`config.mk`:
```
export PLATFORM = sky130hd
export DESIGN_NAME = seg_dac_decoder
export DESIGN_NICKNAME = d
export VERILOG_FILES = /design/src/rtl/seg_dac_decoder.sv
export SDC_FILE = /design/constraint.sdc
export NUM_CORES = 1
export LEC_CHECK = 0
export BUFFER_PORTS_ARGS = -buffer_cell sky130_fd_sc_hd__buf_2
export CAP_MARGIN = 30
export CORE_MARGIN = 8
export CORE_UTILIZATION = 34
export CTS_BUF_LIST = sky130_fd_sc_hd__clkbuf_8 sky130_fd_sc_hd__clkbuf_16
export CTS_CLUSTER_SIZE = 24
export DETAILED_ROUTE_END_ITERATION = 12
export GPL_ROUTABILITY_DRIVEN = 0
export PLACE_DENSITY_LB_ADDON = 0.05
export SYNTH_ARGS = -nofsm -noshare
export SYNTH_HDL_FRONTEND = slang
export SYNTH_SLANG_ARGS = --single-unit
```
`constraint.sdc`:
```
create_clock -name clk -period 2.42 [get_ports clk]
set_input_delay 0.121 -clock clk [delete_from_list [all_inputs] [get_ports clk]]
set_output_delay 0.121 -clock clk [all_outputs]
set_load 0.02 [all_outputs]
```
`src/rtl/seg_dac_decoder.sv`:
```
module seg_dac_decoder #(
  parameter int CODE_W     = 16,
  parameter int FINE_W     = 11,
  parameter int CAL_PERIOD = 64
) (
  input  logic                            clk,
  input  logic                            rst,
  input  logic [CODE_W-1:0]               sample_i,
  input  logic                            load_i,
  output logic [(2**(CODE_W-FINE_W)):0]   src_en_o,
  output logic [(2**(CODE_W-FINE_W)):0]   cal_sel_o,
  output logic [(2**(CODE_W-FINE_W)):0]   feed_sel_o,
  output logic [FINE_W-1:0]               fine_o
);
  localparam int COARSE_W = CODE_W - FINE_W;
  localparam int N_LOGIC  = 2**COARSE_W;
  localparam int N_PHYS   = N_LOGIC + 1;
  localparam int SW       = $clog2(N_PHYS);
  localparam int CW       = $clog2(CAL_PERIOD + 1);

  logic [CW-1:0]       cnt;
  logic [SW-1:0]       slot;
  logic [COARSE_W-1:0] coarse;
  logic [N_PHYS-1:0]   en_d, cal_d, feed_d;

  // symmetric offset: sign inverted above the magnitude bits, fine bits pass through
  assign coarse = {~sample_i[CODE_W-1], sample_i[CODE_W-2:FINE_W]};

  always_ff @(posedge clk) begin
    if (rst) begin
      cnt  <= '0;
      slot <= '0;
    end else if (cnt == CW'(CAL_PERIOD - 1)) begin
      cnt  <= '0;
      slot <= (slot == SW'(N_PHYS - 1)) ? '0 : slot + 1'b1;
    end else begin
      cnt  <= cnt + 1'b1;
    end
  end

  for (genvar p = 0; p < N_PHYS; p++) begin : g_src
    logic [SW-1:0] lidx;
    assign lidx      = (SW'(p) < slot) ? SW'(p) : SW'(p) - 1'b1;
    assign cal_d[p]  = (slot == SW'(p));
    assign feed_d[p] = !cal_d[p] && (lidx == SW'(N_LOGIC - 1));
    assign en_d[p]   = !cal_d[p] && (feed_d[p] || (lidx < SW'(coarse)));
  end

  always_ff @(posedge clk) begin
    if (rst) begin
      src_en_o   <= '0;
      cal_sel_o  <= '0;
      feed_sel_o <= '0;
      fine_o     <= '0;
    end else if (load_i) begin
      src_en_o   <= en_d;
      cal_sel_o  <= cal_d;
      feed_sel_o <= feed_d;
      fine_o     <= sample_i[FINE_W-1:0];
    end
  end

  a_r1_reset_clears: assert property (@(posedge clk)
    rst |=> (src_en_o == '0 && cal_sel_o == '0 && feed_sel_o == '0 && fine_o == '0));

  a_r2_hold_without_load: assert property (@(posedge clk) disable iff (rst)
    !load_i |=> ($stable(src_en_o) && $stable(cal_sel_o) && $stable(feed_sel_o) && $stable(fine_o)));

  a_r3_unit_count: assert property (@(posedge clk) disable iff (rst)
    load_i |=> ($countones(src_en_o) ==
                int'({~$past(sample_i[CODE_W-1]), $past(sample_i[CODE_W-2:FINE_W])}) + 1));

  a_r6_slot_in_range: assert property (@(posedge clk) disable iff (rst)
    slot < SW'(N_PHYS));

  a_r6_slot_wraps: assert property (@(posedge clk) disable iff (rst)
    (slot == SW'(N_PHYS - 1) && cnt == CW'(CAL_PERIOD - 1)) |=> (slot == '0));

  a_r6_cal_onehot: assert property (@(posedge clk) disable iff (rst)
    $onehot0(cal_sel_o) && $onehot0(feed_sel_o));

  a_r7_cal_never_enabled: assert property (@(posedge clk) disable iff (rst)
    (cal_sel_o & src_en_o) == '0);

  a_r7_feed_enabled: assert property (@(posedge clk) disable iff (rst)
    (feed_sel_o & ~src_en_o) == '0);
endmodule

```
# ---- Yosys cells after proc, flatten, opt, wreduce, memory -nomap -nowiden
# Index checks and enable logic that the tools add are counted.
dict set report word_totals {
  register_bits 123
  latch_bits 0
  ram_bits 0
  rom_bits 0
  in_bits 19
  out_inout_bits 110
  wordCells 309
  n_memories 0
}
dict set report op_classes {
  add_sub_neg 2
  multipliers 0
  n_div 0
  n_lt_le_gt_ge 66
  eq_ne 66
  n_shift 0
  mux 34
  n_bitwise 1
  n_reduce_logical 134
}
# op n
set op_table {}
lappend op_table {{$eq A6 B5 Y1 const B} 18}
lappend op_table {{$lt A5 B6 Y1 const A} 16}
lappend op_table {{$eq A5 B5 Y1 const B} 16}
lappend op_table {{$lt A5 B5 Y1} 16}
lappend op_table {{$logic_and A1 B1 Y1} 66}
lappend op_table {{$eq A6 B4 Y1 const B} 8}
lappend op_table {{$lt A4 B6 Y1 const A} 8}
lappend op_table {{$eq A4 B5 Y1 const B} 8}
lappend op_table {{$lt A4 B5 Y1} 8}
lappend op_table {{$logic_not A1 Y1} 33}
lappend op_table {{$logic_or A1 B1 Y1} 33}
lappend op_table {{$eq A6 B3 Y1 const B} 4}
lappend op_table {{$lt A3 B6 Y1 const A} 4}
lappend op_table {{$eq A3 B5 Y1 const B} 4}
lappend op_table {{$lt A3 B5 Y1} 4}
lappend op_table {{$mux W6} 3}
lappend op_table {{$mux W1} 16}
lappend op_table {{$mux W2} 8}
lappend op_table {{$eq A6 B2 Y1 const B} 2}
lappend op_table {{$lt A1 B6 Y1 const A} 2}
lappend op_table {{$lt A2 B6 Y1 const A} 2}
lappend op_table {{$lt A6 B5 Y1} 2}
lappend op_table {{$mux W3} 4}
lappend op_table {{$eq A2 B5 Y1 const B} 2}
lappend op_table {{other kinds (14)} 16}

# ---- Depth between registers and ports, before layout
# Gate-level depths: netlist (run 1).
dict set report logic_depth {
  word_depth 6
  ltp_mapped 12
  mapped_depth_nobuf 10
}

# ---- Least setup slack after synthesis (run 1)
# No wires, ideal clock.
dict set report synth_timing {
  path_kind {register to register}
  startpoint {register slot[1]}
  endpoint {register src_en_o[28]}
  setup_time_ps 87
  arrival_time_ps 2268
  t_required_ps 2333
  path_slack_ps 65
  stages_incl_launch_ff 11
  period_less_slack_ps 2355
  cell_sequence {dfxtp_1 clkbuf_1 inv_1 ha_1 buf_2 and2b_4 a21oi_1 ha_1 a2111oi_0 a211oi_1 o31ai_1}
}
dict set report synth_via {
  elab_chain_cells 6
  elab_cells_between_ends 9
  cone_classes {order compare: 2; eq/ne: 2; mux: 1; reduce/logical: 4}
}
# element line_no
set synth_rtl {}
lappend synth_rtl {{start: declaration} 22} ;# logic [SW-1:0] slot;
lappend synth_rtl {{start signal: assignment} 35} ;# slot <= (slot == SW'(N_PHYS - 1)) ? '0 : slot + 1'b1;
lappend synth_rtl {{parallel branches: the longest is 5 deep, another holds $lt A5 B6 Y1} n/a}
lappend synth_rtl {{$logic_and A1 B1 Y1 (*)} 46} ;# assign en_d[p] = !cal_d[p] && (feed_d[p] || (lidx < SW'(coarse)));
lappend synth_rtl {{end signal: assignment} 56} ;# src_en_o <= en_d;
lappend synth_rtl {{end: declaration} 10} ;# output logic [(2**(CODE_W-FINE_W)):0] src_en_o,
# Every way passes the cells marked *.
# A chain may end at the register's enable or synchronous reset.

# ---- Worst setup path in the final report (run 1)
dict set report layout_timing {
  startpoint {register slot[0]}
  endpoint {register src_en_o[16]}
}
dict set report layout_via {
  elab_chain_cells 6
  elab_cells_between_ends 9
  cone_classes {order compare: 2; eq/ne: 2; mux: 1; reduce/logical: 4}
}
# element line_no
set layout_rtl {}
lappend layout_rtl {{parallel branches: the longest is 5 deep, another holds $lt A5 B6 Y1} n/a}
lappend layout_rtl {{$logic_and A1 B1 Y1 (*)} 46}
# Marked as above.

==> flow_metrics.tcl, run 1 <==
set metrics [dict create \
    status "finished, final reports clean" \
    vdd_drop_max_uv 343 \
    r2r_slack_ns 0.21 \
    drv_cap 0 \
    drtPass1Iterations 4 \
    register_area_mm2 0.00182 \
    multiInputGateArea_mm2 0.00280 \
    ys_types 66 \
    slew-limit-headroom_pct 52.3 \
    cts_buffers 9 \
    track_usage_pct 17.8 \
    dp.cells 873 \
    cp-start-kind "flip-flop" \
    whs_path_depth 3 \
    min_period_ns 2.21 \
    cp_max_fo 5 \
    cts_tree "done" \
    cts_setup_buffers 0 \
    drive_above_1_share_pct 23.6 \
    postSynthAreaPerCell_um2 8.38 \
    setup.worst_path.class "reg -> reg" \
    stdcell_count 896 \
    final.period_utilization_pct 91.5 \
    ys_seq_area_share_pct 36.1 \
    synth_seq_cells 91 \
    cts_sinks 91 \
    die_w_um 138 \
    finalSetupTns_ns 0 \
    ant_nets 0 \
    r2r_end "src_en_o[16]" \
    syn_inst 602 \
    slew_viol_final 0 \
    clock_latency_ns 0.35 \
    regToRegStartpoint "slot[0]" \
    ys_dominant_reg_cell "dfxtp_1" \
    synth_area_mm2 0.00504 \
    synthAdderAreaFrac_pct 6.94 \
    hold_viol 0 \
    row_count 44 \
    fin_area_mm2 0.00605 \
    place_area_mm2 0.00570 \
    synth_edf_count 0 \
    final_core_util_pct 41.6 \
    n_antenna_cell 0 \
    r2r_cells 9 \
    finalClockSkew_ns 0.00782 \
    finalSetupViolCount 0 \
    nets 754 \
    async_reset_ff_share_pct 0 \
    yosysWarnings 0 \
    routed_via_density 5.27 \
    yosys.area_share.xor_xnor_pct 1.39 \
    synth_compound_gate_area_share_pct 19.7 \
    leakage_nw 2.70 \
    n_fill_cell 1532 \
    worstPathArrival_ns 2.46 \
    hold_end "fine_o[2]" \
    drt_iter0_markers 324 \
    synth_top_family_by_area "simple AND/OR/NAND/NOR gates" \
    grt_pass1_vias 4604 \
    worstSetupEndpointType "flip-flop" \
    cts_root_buf "clkbuf_16" \
    finalWirelength_um 16900 \
    fmax_mhz 452 \
    ios 129 \
    drc 0 \
    core_area_mm2 0.0145 \
    initial_core_util_pct 34.7 \
    grt_max_degree 68 \
    htree_num_levels 3 \
    synth-simple-area-share_pct 21.7 \
    clockBufferDepth 2 \
    min_path_type "in -> reg" \
    rsz0062_at_grt "false" \
    wire_per_inst_um 18.9 \
    min_from "sample_i[2]" \
    fp.dieH_um 138 \
    power.density_mw_per_mm2 554 \
    overflow 0 \
    grt_antenna_before_repair 0 \
    vias 4722 \
    finalPower_mw 3.35 \
    portBuffers 97 \
    dp_hpwl_um 12400 \
    crit_required_ns 2.67 \
    synthMuxAreaShare_pct 3.37 \
    grt_pass1_wl_um 26100 \
    cts.reportedPaths.clkPinSlew_ns 0.07 \
    syn2layout_area_growth_pct 19.9 \
    worst_pin_slew_ns 0.716 \
    dieArea_mm2 0.0190 \
]
## power breakdown
| part | internal (mW) | switching, mW | total (mW) | leakage, nW |
|---|---|---|---|---|
| logic | 0.140 | 0.292 | 0.432 | 1.82 |
| registers | 1.55 | 0.0268 | 1.57 | 0.742 |
| clock network | 0.705 | 0.642 | 1.35 | 0.136 |
## logic make-up (layout without fill, tap and decap cells)
kind of cell	after synthesis	after routing
AND/OR/NAND/NOR	215	215
buffers and inverters	97	177
other	1	31
adder cells (fa/ha/maj)	28	28
XOR/XNOR	8	8
flip-flops	91	91
AO/OA/AOI/OAI	145	145
multiplexers	17	17
## critical path: stages (launching register included)
cell and delay (ns):
dfxtp_1 0.33, inv_1 0.06, ha_1 0.26, nor2b_1 0.20
a21oi_2 0.25, inv_1 0.11, ha_1 0.30, a21o_1 0.19
a22o_1 0.19, o41ai_2 0.23
## cell usage in the layout, fill, tap and decap left out, types with 6 or more instances in the layout
master	synthesis	routed
a221oi_1	6	6
buf_4	38	41
o21ai_1	6	6
ha_1	28	28
a211oi_1	7	7
conb_1	1	31
buf_2	10	97
o31ai_1	8	8
clkbuf_16	0	9
inv_1	15	16
mux2i_1	17	17
nor2_1	44	43
nor3_1	11	11
dlygate4sd3_1	0	7
a22o_1	6	6
nand2b_1	7	7
nor2b_1	9	9
nand3_1	35	35
nand4_1	8	8
nand2_1	71	71
a31oi_1	6	6
dfxtp_1	91	91
o21ai_0	11	11
a21oi_1	50	50
## synthesized netlist by cell type (8+ instances only)
library cell,n,area share [%]
buf_4,38,5.7
ha_1,28,6.9
nand3_1,35,3.5
clkbuf_1,30,2.2
dfxtp_1,91,36
a21oi_1,50,5.0
nor3_1,11,1.1
nand4_1,8,0.99
nor2b_1,9,1.1
inv_1,15,1.1
o21ai_0,11,1.1
mux2i_1,17,3.4
buf_2,10,0.99
nor2_1,44,3.3
nand2_1,71,5.3
o31ai_1,8,1.2
## worst max-delay path by stage
stage / start / end / slack, ns / cells past startpoint
after global placement: slot[3] / src_en_o[4] / 0.28 / 8
after CTS: slot[0] / src_en_o[16] / 0.20 / 9
final: slot[0] / src_en_o[16] / 0.21 / 9
after floorplan: slot[1] / src_en_o[28] / 0.07 / 10
after detailed placement: slot[0] / src_en_o[16] / 0.23 / 9
after global routing: slot[0] / src_en_o[28] / 0.03 / 8
## per-stage QoR
stage / hold WS, ns / setup WS (ns)
2_1_floorplan: 0.268 / 0.0654
3_3_place_gp: 0.357 / 0.275
3_5_place_dp: 0.366 / 0.230
4_1_cts: 0.000261 / 0.202
5_1_grt: 0.0127 / 0.0252
6_report: 0.00713 / 0.205
## layout make-up
| class | instances | area share, % |
|---|---|---|
| timing repair buffer | 145 | 14.3 |
| sequential | 91 | 30.1 |
| multi-input combinational | 444 | 46.2 |
| clock buffer | 9 | 3.72 |
| clock inverter | 7 | 0.868 |
| inverter | 16 | 0.993 |
| tap | 184 | 3.80 |
## repair_timing
action | in CTS | in global routing
gates resized for setup | 0 | 2
hold buffers | 7 | 0
endpoints found under the setup margin | 0 | 2
endpoints found under the hold margin | 7 | 0
## routing by layer
layer,track usage (%),part of all wire [%],wire length (µm),vias up
met5,0,0,0,-
met4,6.99,2.0,336,0
met3,3.06,6.4,1090,22
met2,28.7,47,7940,146
met1,23.2,45,7550,2262
li1,-,-,-,2292
## sequential cells by signal, indices dropped and copies added (netlist names)
register	count
src_en_o	32
cal_sel_o	33
feed_sel_o	2
slot	6
cnt	7
fine_o	11
Power figures use the tool's default switching activity.
==> run 2, diff against run 1 <==
clock period = 2.1 ns   (was 2.42 ns; I/O delays follow)
==> run 2 against run 1 <==
Against the previous run: register-to-register slack lost 0.15 ns; clock skew grew 0.00061 ns; global-route usage grew 0.21 points; critical path type unchanged.
==> flow_metrics.tcl, run 2 (same netlist as run 1, synthesis figures left out) <==
set metrics [dict create \
    vdd_drop_max_uv 336 \
    grt_pass1_vias 4743 \
    critPathLaunch "slot[1]" \
    dp_hpwl_um 12900 \
    htree_num_levels 3 \
    cp_slowest_cell "nor4_1" \
    overflow 0 \
    largest_register_ffs 33 \
    leakage_nw 2.82 \
    cts_buffers 9 \
    row_count 44 \
    pwr-share-clk_pct 42.5 \
    drv_cap 0 \
    power.density_mw_per_mm2 645 \
    min_from "sample_i[7]" \
    setup.worst_path.class "reg -> reg" \
    critPathMaxStageDelay_ns 0.43 \
    comb_power_share_pct 12.9 \
    min_period_ns 2.04 \
    layout_common_cells "buf_2 (97), dfxtp_1 (88), nand2_1 (71)" \
    min_path_type "in -> reg" \
    nets 771 \
    layout_commonest_cell "buf_2" \
    worst_pin_slew_ns 0.641 \
    pre_cts_ws_ns 0.0216 \
    timing.hold.ws_ns 0.0107 \
    vias 4798 \
    rsz0062_at_grt "true" \
    cts.reportedPaths.clkPinSlew_ns 0.07 \
    n_fill_cell 1480 \
    power_frac_seq_pct 44.6 \
    finalWirelength_um 17300 \
    ant_nets 0 \
    syn2layout_area_growth_pct 24.7 \
    initial_core_util_pct 34.7 \
    cp_common_cell "ha_1" \
    clock_latency_ns 0.35 \
    path_buf_inv 0 \
    drt_iter0_markers 309 \
    fp.dieH_um 138 \
    dieArea_mm2 0.0190 \
    finalSetupViolCount 0 \
    slew_viol_final 0 \
    routed_via_density 5.26 \
    dp.cells 886 \
    grt_pass1_wl_um 26300 \
    portBuffers 97 \
    final.period_utilization_pct 97.4 \
    internal-power_mw 2.97 \
    regToRegStartpoint "slot[1]" \
    switching_share_pct 26.9 \
    track_usage_pct 18.0 \
    wire_per_inst_um 18.9 \
    reg_top3 "cal_sel_o: 33 flops, src_en_o: 32 flops, fine_o: 11 flops" \
    crit_required_ns 2.34 \
    fin_ws_ns 0.0555 \
    hold_viol 0 \
    multiInputGateArea_mm2 0.00284 \
    worstPathArrival_ns 2.28 \
    drive_above_1_share_pct 26.5 \
    largest_register "cal_sel_o" \
    crit_family "adder cells" \
    cp_max_fo 9 \
    clockBufferDepth 2 \
    grt_antenna_before_repair 0 \
    stdcell_count 913 \
    fmax_mhz 489 \
    status "finished, final reports clean" \
    cts_root_buf "clkbuf_16" \
    drc 0 \
    die_w_um 138 \
    p_sw_mw 1.09 \
    n_antenna_cell 0 \
    cts_sinks 91 \
    core_area_mm2 0.0145 \
    register_area_mm2 0.00183 \
    crit_chain "ha_1 -> nor4_1 -> nor2_1 -> ha_1 -> o31a_1 -> o21ai_1 -> a32o_1" \
    worstSetupEndpointType "flip-flop" \
    cp-start-kind "flip-flop" \
    r2r_slack_ns 0.06 \
    ios 129 \
    finalPower_mw 4.06 \
    finalClockSkew_ns 0.00843 \
    slew-limit-headroom_pct 57.0 \
    drtPass1Iterations 4 \
    grt_max_degree 31 \
    cts_tree "done" \
]
## run 2: cell types whose count changed in the layout (fill, tap and decap cells not counted), sizes merged
cell | previous run | this run
bufinv | 0 | 1
dlygate4sd3 | 7 | 10
clkbuf | 9 | 10
buf | 138 | 152
clkinv | 2 | 1
clkinvlp | 2 | 1
## run 2: worst min-delay path, stage by stage
cell	delay (ns)
buf_2	0.07
mux2i_1	0.06
nor2_1	0.08
## run 2: layout make-up
type	count	area share, %
multi-input combinational	444	45.2
sequential	91	29.1
timing repair buffer	162	16.1
clock buffer	10	3.98
tap	184	3.66
clock inverter	6	1.07
inverter	16	0.955
## run 2: metal layers
metal  routed length, µm  global-route usage (%)  vias up
met4                 362                    7.16        0
met3                1240                    3.79       28
met2                8090                    28.9      162
met1                7600                    23.1     2281
met5                   0                       0        -
li1                    -                       -     2327
## run 2: metrics by stage
stage	utilization [%]	cell area, µm²	TNS (ns)
after CTS	43.0	6250	0
after detailed placement	40.1	5830	0
after floorplan	-	5200	0
final	43.3	6290	0
after global placement	40.1	5830	0
after global routing	43.3	6290	-0.201
## run 2: final timing paths
path	to	depth (start not counted)
worst min-delay path	fine_o[7]	3
worst min register to register	src_en_o[11]	2
worst max register to register	src_en_o[18]	7
worst max-delay path	src_en_o[18]	7
## run 2: what timing repair did
item | in CTS | in global routing
pin swaps | 0 | 1
buffers inserted | 0 | 1
hold endpoints to repair | 10 | 0
cloned | 0 | 0
hold buffers | 10 | 0
setup endpoints to repair | 1 | 10
resized for setup | 1 | 8
## run 2: power groups by stage
stage	clock [mW]	sequential [mW]	combinational, mW
floorplan	0	1.91	0.310
global placement	0	1.85	0.502
detailed placement	0	1.85	0.507
CTS	1.77	1.81	0.524
global route	1.84	1.82	0.570
finish	1.72	1.81	0.524
